[src/rtl/excl_pkg.sv]
package excl_pkg;
  typedef enum logic [1:0] {
    OP_LDX  = 2'd0,
    OP_STX  = 2'd1,
    OP_CLRX = 2'd2,
    OP_NONE = 2'd3
  } excl_op_e;

  typedef enum logic [1:0] {
    SZ_B = 2'd0,
    SZ_H = 2'd1,
    SZ_W = 2'd2,
    SZ_D = 2'd3
  } excl_size_e;

  localparam int unsigned BUS_BYTES = 8;
  localparam int unsigned OFF_W     = $clog2(BUS_BYTES);
endpackage

[src/rtl/excl_local_mon.sv]
module excl_local_mon #(
  parameter int unsigned NUM_REQ = 4,
  parameter int unsigned ID_W    = 2
) (
  input  logic            clk_i,
  input  logic            rst_ni,
  input  logic            set_i,
  input  logic            clr_i,
  input  logic [ID_W-1:0] id_i,
  output logic            hit_o
);
  logic [NUM_REQ-1:0] vld_q;

  for (genvar g = 0; g < NUM_REQ; g++) begin : g_ent
    always_ff @(posedge clk_i or negedge rst_ni) begin
      if (!rst_ni)                          vld_q[g] <= 1'b0;
      else if (id_i == ID_W'(g) && set_i)   vld_q[g] <= 1'b1;
      else if (id_i == ID_W'(g) && clr_i)   vld_q[g] <= 1'b0;
    end
  end

  assign hit_o = vld_q[id_i];

  // a clear leaves the named entry empty
  a_r8_local_clear: assert property (@(posedge clk_i) disable iff (!rst_ni)
    (clr_i && !set_i) |=> !vld_q[$past(id_i)]);
endmodule

[src/rtl/excl_global_mon.sv]
module excl_global_mon #(
  parameter int unsigned NUM_REQ = 4,
  parameter int unsigned ID_W    = 2,
  parameter int unsigned TAG_W   = 29
) (
  input  logic             clk_i,
  input  logic             rst_ni,
  input  logic             set_i,
  input  logic             drop_i,
  input  logic             kill_i,
  input  logic [ID_W-1:0]  id_i,
  input  logic [TAG_W-1:0] tag_i,
  output logic             hit_o
);
  logic [NUM_REQ-1:0] vld_q;
  logic [TAG_W-1:0]   tag_q [NUM_REQ];

  for (genvar g = 0; g < NUM_REQ; g++) begin : g_ent
    logic own;
    assign own = (id_i == ID_W'(g));

    always_ff @(posedge clk_i or negedge rst_ni) begin
      if (!rst_ni) begin
        vld_q[g] <= 1'b0;
        tag_q[g] <= '0;
      end else if (own && set_i) begin
        vld_q[g] <= 1'b1;
        tag_q[g] <= tag_i;
      end else if ((own && drop_i) || (kill_i && vld_q[g] && tag_q[g] == tag_i)) begin
        vld_q[g] <= 1'b0;
      end
    end

    // a winning shared store empties every matching tag
    a_r7_kill_match: assert property (@(posedge clk_i) disable iff (!rst_ni)
      (kill_i && vld_q[g] && tag_q[g] == tag_i) |=> !vld_q[g]);
  end

  assign hit_o = vld_q[id_i] && (tag_q[id_i] == tag_i);
endmodule

[src/rtl/excl_lane_mask.sv]
module excl_lane_mask
  import excl_pkg::*;
(
  input  logic [1:0]       size_i,
  input  logic [OFF_W-1:0] off_i,
  input  logic             en_i,
  output logic [BUS_BYTES-1:0] be_o
);
  logic [BUS_BYTES-1:0] raw;

  always_comb begin
    unique case (excl_size_e'(size_i))
      SZ_B:    raw = BUS_BYTES'(8'h01 << off_i);
      SZ_H:    raw = BUS_BYTES'(8'h03 << {off_i[OFF_W-1:1], 1'b0});
      SZ_W:    raw = BUS_BYTES'(8'h0F << {off_i[OFF_W-1], 2'b00});
      default: raw = '1;
    endcase
    be_o = en_i ? raw : '0;
  end
endmodule

[src/rtl/excl_monitor.sv]
module excl_monitor
  import excl_pkg::*;
#(
  parameter int unsigned ADDR_W   = 32,
  parameter int unsigned NUM_REQ  = 4,
  parameter int unsigned GRAN_LG2 = 3,
  localparam int unsigned ID_W    = (NUM_REQ > 1) ? $clog2(NUM_REQ) : 1,
  localparam int unsigned TAG_W   = ADDR_W - GRAN_LG2
) (
  input  logic                 clk_i,
  input  logic                 rst_ni,
  input  logic                 req_valid_i,
  input  logic [1:0]           req_op_i,
  input  logic [ID_W-1:0]      req_id_i,
  input  logic [ADDR_W-1:0]    req_addr_i,
  input  logic [1:0]           req_size_i,
  input  logic                 req_shared_i,
  output logic                 rsp_valid_o,
  output logic                 rsp_status_o,
  output logic                 mem_we_o,
  output logic [BUS_BYTES-1:0] mem_be_o
);
  logic [TAG_W-1:0] gran;
  logic is_ld, is_st, is_clr;
  logic loc_hit, glb_hit, pass;
  logic [BUS_BYTES-1:0] be_d;

  assign gran   = req_addr_i[ADDR_W-1:GRAN_LG2];
  assign is_ld  = req_valid_i && (excl_op_e'(req_op_i) == OP_LDX);
  assign is_st  = req_valid_i && (excl_op_e'(req_op_i) == OP_STX);
  assign is_clr = req_valid_i && (excl_op_e'(req_op_i) == OP_CLRX);
  assign pass   = is_st && (req_shared_i ? glb_hit : loc_hit);

  excl_local_mon #(.NUM_REQ(NUM_REQ), .ID_W(ID_W)) u_local (
    .clk_i  (clk_i),
    .rst_ni (rst_ni),
    .set_i  (is_ld),
    .clr_i  (is_clr || pass),
    .id_i   (req_id_i),
    .hit_o  (loc_hit)
  );

  excl_global_mon #(.NUM_REQ(NUM_REQ), .ID_W(ID_W), .TAG_W(TAG_W)) u_global (
    .clk_i  (clk_i),
    .rst_ni (rst_ni),
    .set_i  (is_ld && req_shared_i),
    .drop_i (is_clr || (is_ld && !req_shared_i)),
    .kill_i (pass && req_shared_i),
    .id_i   (req_id_i),
    .tag_i  (gran),
    .hit_o  (glb_hit)
  );

  excl_lane_mask u_mask (
    .size_i (req_size_i),
    .off_i  (req_addr_i[OFF_W-1:0]),
    .en_i   (pass),
    .be_o   (be_d)
  );

  always_ff @(posedge clk_i or negedge rst_ni) begin
    if (!rst_ni) begin
      rsp_valid_o  <= 1'b0;
      rsp_status_o <= 1'b0;
      mem_we_o     <= 1'b0;
      mem_be_o     <= '0;
    end else begin
      rsp_valid_o  <= is_st;
      rsp_status_o <= is_st && !pass;
      mem_we_o     <= pass;
      mem_be_o     <= be_d;
    end
  end

  a_r10_rsp_after_store: assert property (@(posedge clk_i) disable iff (!rst_ni)
    is_st |=> rsp_valid_o);
  a_r10_no_rsp_otherwise: assert property (@(posedge clk_i) disable iff (!rst_ni)
    !is_st |=> !rsp_valid_o);
  a_r2_no_rsv_fails: assert property (@(posedge clk_i) disable iff (!rst_ni)
    (is_st && !req_shared_i && !loc_hit) |=> (rsp_status_o && !mem_we_o));
  a_r1_we_vs_status: assert property (@(posedge clk_i) disable iff (!rst_ni)
    rsp_valid_o |-> (mem_we_o != rsp_status_o));
  a_r11_be_with_we: assert property (@(posedge clk_i) disable iff (!rst_ni)
    mem_we_o == (mem_be_o != '0));
  a_r11_be_pow2: assert property (@(posedge clk_i) disable iff (!rst_ni)
    mem_we_o |-> ($countones(mem_be_o) inside {1, 2, 4, 8}));
endmodule

[config.mk]
export PLATFORM = sky130hd
export DESIGN_NAME = excl_monitor
export DESIGN_NICKNAME = d
export VERILOG_FILES = /design/src/rtl/excl_pkg.sv /design/src/rtl/excl_local_mon.sv /design/src/rtl/excl_global_mon.sv /design/src/rtl/excl_lane_mask.sv /design/src/rtl/excl_monitor.sv
export SDC_FILE = /design/constraint.sdc
export NUM_CORES = 1
export LEC_CHECK = 0
export BUFFER_PORTS_ARGS = -buffer_cell sky130_fd_sc_hd__buf_2
export CORE_ASPECT_RATIO = 0.6
export CORE_MARGIN = 3
export CORE_UTILIZATION = 46
export CTS_BUF_LIST = sky130_fd_sc_hd__clkbuf_8
export DETAILED_ROUTE_END_ITERATION = 6
export PLACE_DENSITY = 0.63
export SLEW_MARGIN = 25
export SYNTH_ARGS = -nofsm -noshare
export SYNTH_HDL_FRONTEND = slang
export SYNTH_SLANG_ARGS = --single-unit
[constraint.sdc]
create_clock -name clk_i -period 4 [get_ports clk_i]
set_input_delay 0.6 -clock clk_i [delete_from_list [all_inputs] [get_ports clk_i]]
set_output_delay 0.6 -clock clk_i [all_outputs]
set_load 0.01 [all_outputs]
==> impl_metrics.json <==
{
  "r2r_end": "mem_be_o[6]",
  "root_buffer": "clkbuf_8",
  "hold_viol": 0,
  "rsz0062_at_grt": "false",
  "hpwl_mm": 14.88,
  "synth_ff_type": "dfrtp_1",
  "drt-vias-per-instance": 5.889,
  "p_seq_share_pct": 45.9,
  "cts_buffers": 17,
  "crit_arrival_ns": 3.42,
  "skew_ns": 0.01760,
  "cts_hold_buf": 0,
  "period_share_pct": 77.39,
  "ant_nets": 0,
  "required_ns": 4.33,
  "grt_pass1_wl_mm": 31.65,
  "initial_core_util_pct": 48.44,
  "syn_area_sq_mm": 0.007679,
  "clk_pin_slew_ns": 0.08,
  "yosys.area.top_type": "dfrtp_1",
  "first_global_vias": 5166,
  "synth_nets": 683,
  "coreArea_sq_mm": 0.01585,
  "yosysUniqueCellTypes": 39,
  "place_congestion": 0.9022,
  "max_freq_mhz": 323.0,
  "synth_area_leaders": "dfrtp_1 44%, mux2_2 16%, xor2_1 9.4%, xnor2_1 7.2%, mux4_2 6.5%",
  "yosysSeqAreaShare_pct": 44.00,
  "die_h_um": 106.1,
  "path_class": "in2reg",
  "place.port_buffers": 52,
  "reg2reg_slack_ns": 1.18,
  "r2r_cells": 7,
  "syn_inst": 641,
  "synth_edf_count": 0,
  "cts_resized": 0,
  "tightestPinTransition_ns": 0.8940,
  "vias": 5312,
  "power_frac_clock_pct": 30.2,
  "cts-htree-levels": 4,
  "critPathLaunchType": "input pin",
  "slew_viol_final": 0,
  "outcome": "complete, no violations",
  "antenna_found_initial": 0,
  "post-route-min-period_ns": 3.096,
  "die_area_sq_mm": 0.01833,
  "cp_max_fo": 14,
  "dp_cells": 871,
  "postCtsSetupBuffers": 0,
  "area_growth_pct": 11.39,
  "cts_tree": "built",
  "comb_power_share_pct": 23.8,
  "worstPathCellList": "buf_2 > mux4_2 > xnor2_1 > nand2_1 > a2111oi_1 > nand4_1 > a21boi_4 > nor4_1",
  "overflow": 0,
  "critPathCaptureType": "register",
  "synth_seq_cells": 135,
  "peakVddDrop_mv": 0.2394,
  "drv_cap": 0,
  "grtUsageTotal_pct": 22.80,
  "clk_latency_ns": 0.45,
  "max-slew-margin-rel_pct": 40.40,
  "tns_ns": 0,
  "finalSetupViolCount": 0,
  "internal_power_w": 0.002784,
  "boundaryPins": 53,
  "powerDensity_mw_per_mm2": 477.1,
  "num_rows": 35,
  "fp.dieW_um": 172.8,
  "hp-class": "in2async",
  "first_pass_iters": 5,
  "crit_family": "compound AO/OA/AOI/OAI gates",
  "cts_max_path_buffers": 2,
  "antenna_cells": 0,
  "async_reset_ff_share_pct": 100.0,
  "swShare_pct": 31.76,
  "critical_path_buf_inv_count": 1,
  "drive_gt1_share_pct": 34.12,
  "synth_top_area_share_pct": 44.00,
  "routed_wirelength_mm": 20.53,
  "switchingPower_w": 0.001296,
  "finalNonFillerCells": 902,
  "nets": 710,
  "cts_sinks": 135,
  "critPathSlowestCell": "a2111oi_1",
  "p_leak_nw": 3.815,
  "yosys_warnings": 0,
  "grt_max_degree": 95,
  "syn_area_per_cell_sq_um": 11.98,
  "drt_iter0_markers": 511,
  "cp_slowest_stage_delay_ns": 0.67,
  "timing.rr.start": "u_global.tag_q[29]",
  "drc": 0,
  "wire_per_inst_um": 22.76
}
registers in the layout (all words and copies together) (netlist names):
name,flops
u_global.tag_q,116
mem_be_o,8
u_global.vld_q,4
u_local.vld_q,4
mem_we_o,1
rsp_status_o,1
rsp_valid_o,1
routing by layer:
metal	GRT usage (%)	part of all wire (%)	routed length, um
met2	29.71	40	8165
met4	3.873	0.71	145
met5	0	0	0
met3	8.815	9.7	1990
met1	35.60	50	10230
layout make-up:
| type | instances | area, sq um |
|---|---|---|
| clock inverter | 14 | 186.4 |
| fill | 1396 | 7300 |
| multi-input combinational | 444 | 4048 |
| clock buffer | 17 | 234.0 |
| sequential | 135 | 3378 |
| tap | 222 | 277.8 |
| timing repair buffer | 64 | 406.6 |
| inverter | 6 | 22.52 |
placed cells by master, fill, tap and decap left out, types with 3 or more instances in the layout:
cell type | netlist | final
mux2i_1 | 16 | 16
dfrtp_1 | 135 | 135
xor2_1 | 82 | 82
nand3_1 | 14 | 14
clkinv_2 | 0 | 3
nor4_1 | 32 | 32
a21oi_1 | 12 | 12
o21ai_0 | 6 | 6
clkinv_4 | 0 | 5
nand4_1 | 21 | 21
clkbuf_8 | 0 | 17
buf_4 | 0 | 8
nand2_1 | 26 | 26
buf_12 | 0 | 4
a22oi_1 | 3 | 3
xnor2_1 | 63 | 63
mux4_2 | 22 | 22
nor2_1 | 6 | 6
mux2_2 | 111 | 111
inv_1 | 6 | 8
nand3b_1 | 3 | 3
a31o_2 | 4 | 4
buf_2 | 4 | 51
and2_1 | 3 | 3
bufinv_16 | 0 | 4
nor2b_1 | 4 | 4
cell families after synthesis:
kind of cell | count (synthesis) | share of synthesized area [%]
DFF | 135 | 44.00
buffers and inverters | 62 | 3.291
muxes | 149 | 24.82
AOI/OAI and AO/OA | 34 | 3.096
and+or+nand+nor | 116 | 8.262
xor gates and xnor gates | 145 | 16.54
per-stage QoR:
step           setup WS (ns)  hold slack (ns)  power, W  util, %  cell area (sq um)
2_1_floorplan          1.330           0.3044  0.002515        -               7679
3_3_place_gp          0.6694           0.5110  0.002819    51.30               8133
3_5_place_dp          0.4928           0.5184  0.002846    51.30               8133
4_1_cts               0.9632           0.2719  0.004072    53.95               8553
5_1_grt               0.5987           0.2917  0.004256    53.95               8553
6_report              0.9044           0.2362  0.004081    53.95               8553
cells in the mapped netlist, types with 4 or more instances:
| library cell | instances |
|---|---|
| a21oi_1 | 12 |
| a31o_2 | 4 |
| buf_1 | 11 |
| buf_2 | 4 |
| clkbuf_1 | 39 |
| dfrtp_1 | 135 |
| inv_1 | 6 |
| mux2_2 | 111 |
| mux2i_1 | 16 |
| mux4_2 | 22 |
| nand2_1 | 26 |
| nand3_1 | 14 |
| nand4_1 | 21 |
| nor2_1 | 6 |
| nor2b_1 | 4 |
| nor4_1 | 32 |
| o21ai_0 | 6 |
| xnor2_1 | 63 |
| xor2_1 | 82 |
power groups by stage:
stage	Clock, W	Sequential, W	Combinational [W]
after global placement	0	0.00188	0.000941
after global routing	0.00130	0.00190	0.00105
final	0.00123	0.00187	0.000973
after detailed placement	0	0.00189	0.000959
after CTS	0.00124	0.00186	0.000967
after floorplan	0	0.00180	0.000720
worst max-delay path by stage:
stage                           start                to  slack [ns]  cells after the start
after floorplan           req_id_i[1]       mem_be_o[0]        1.33                     10
after global placement    req_id_i[0]  u_local.vld_q[3]        0.67                      8
after detailed placement  req_id_i[0]       mem_be_o[6]        0.49                      8
after CTS                 req_id_i[0]       mem_be_o[6]        0.96                      8
after global routing      req_id_i[0]       mem_be_o[6]        0.60                      8
final                     req_id_i[0]       mem_be_o[6]        0.90                      8
Note: power is estimated with default switching activity, not from simulation.
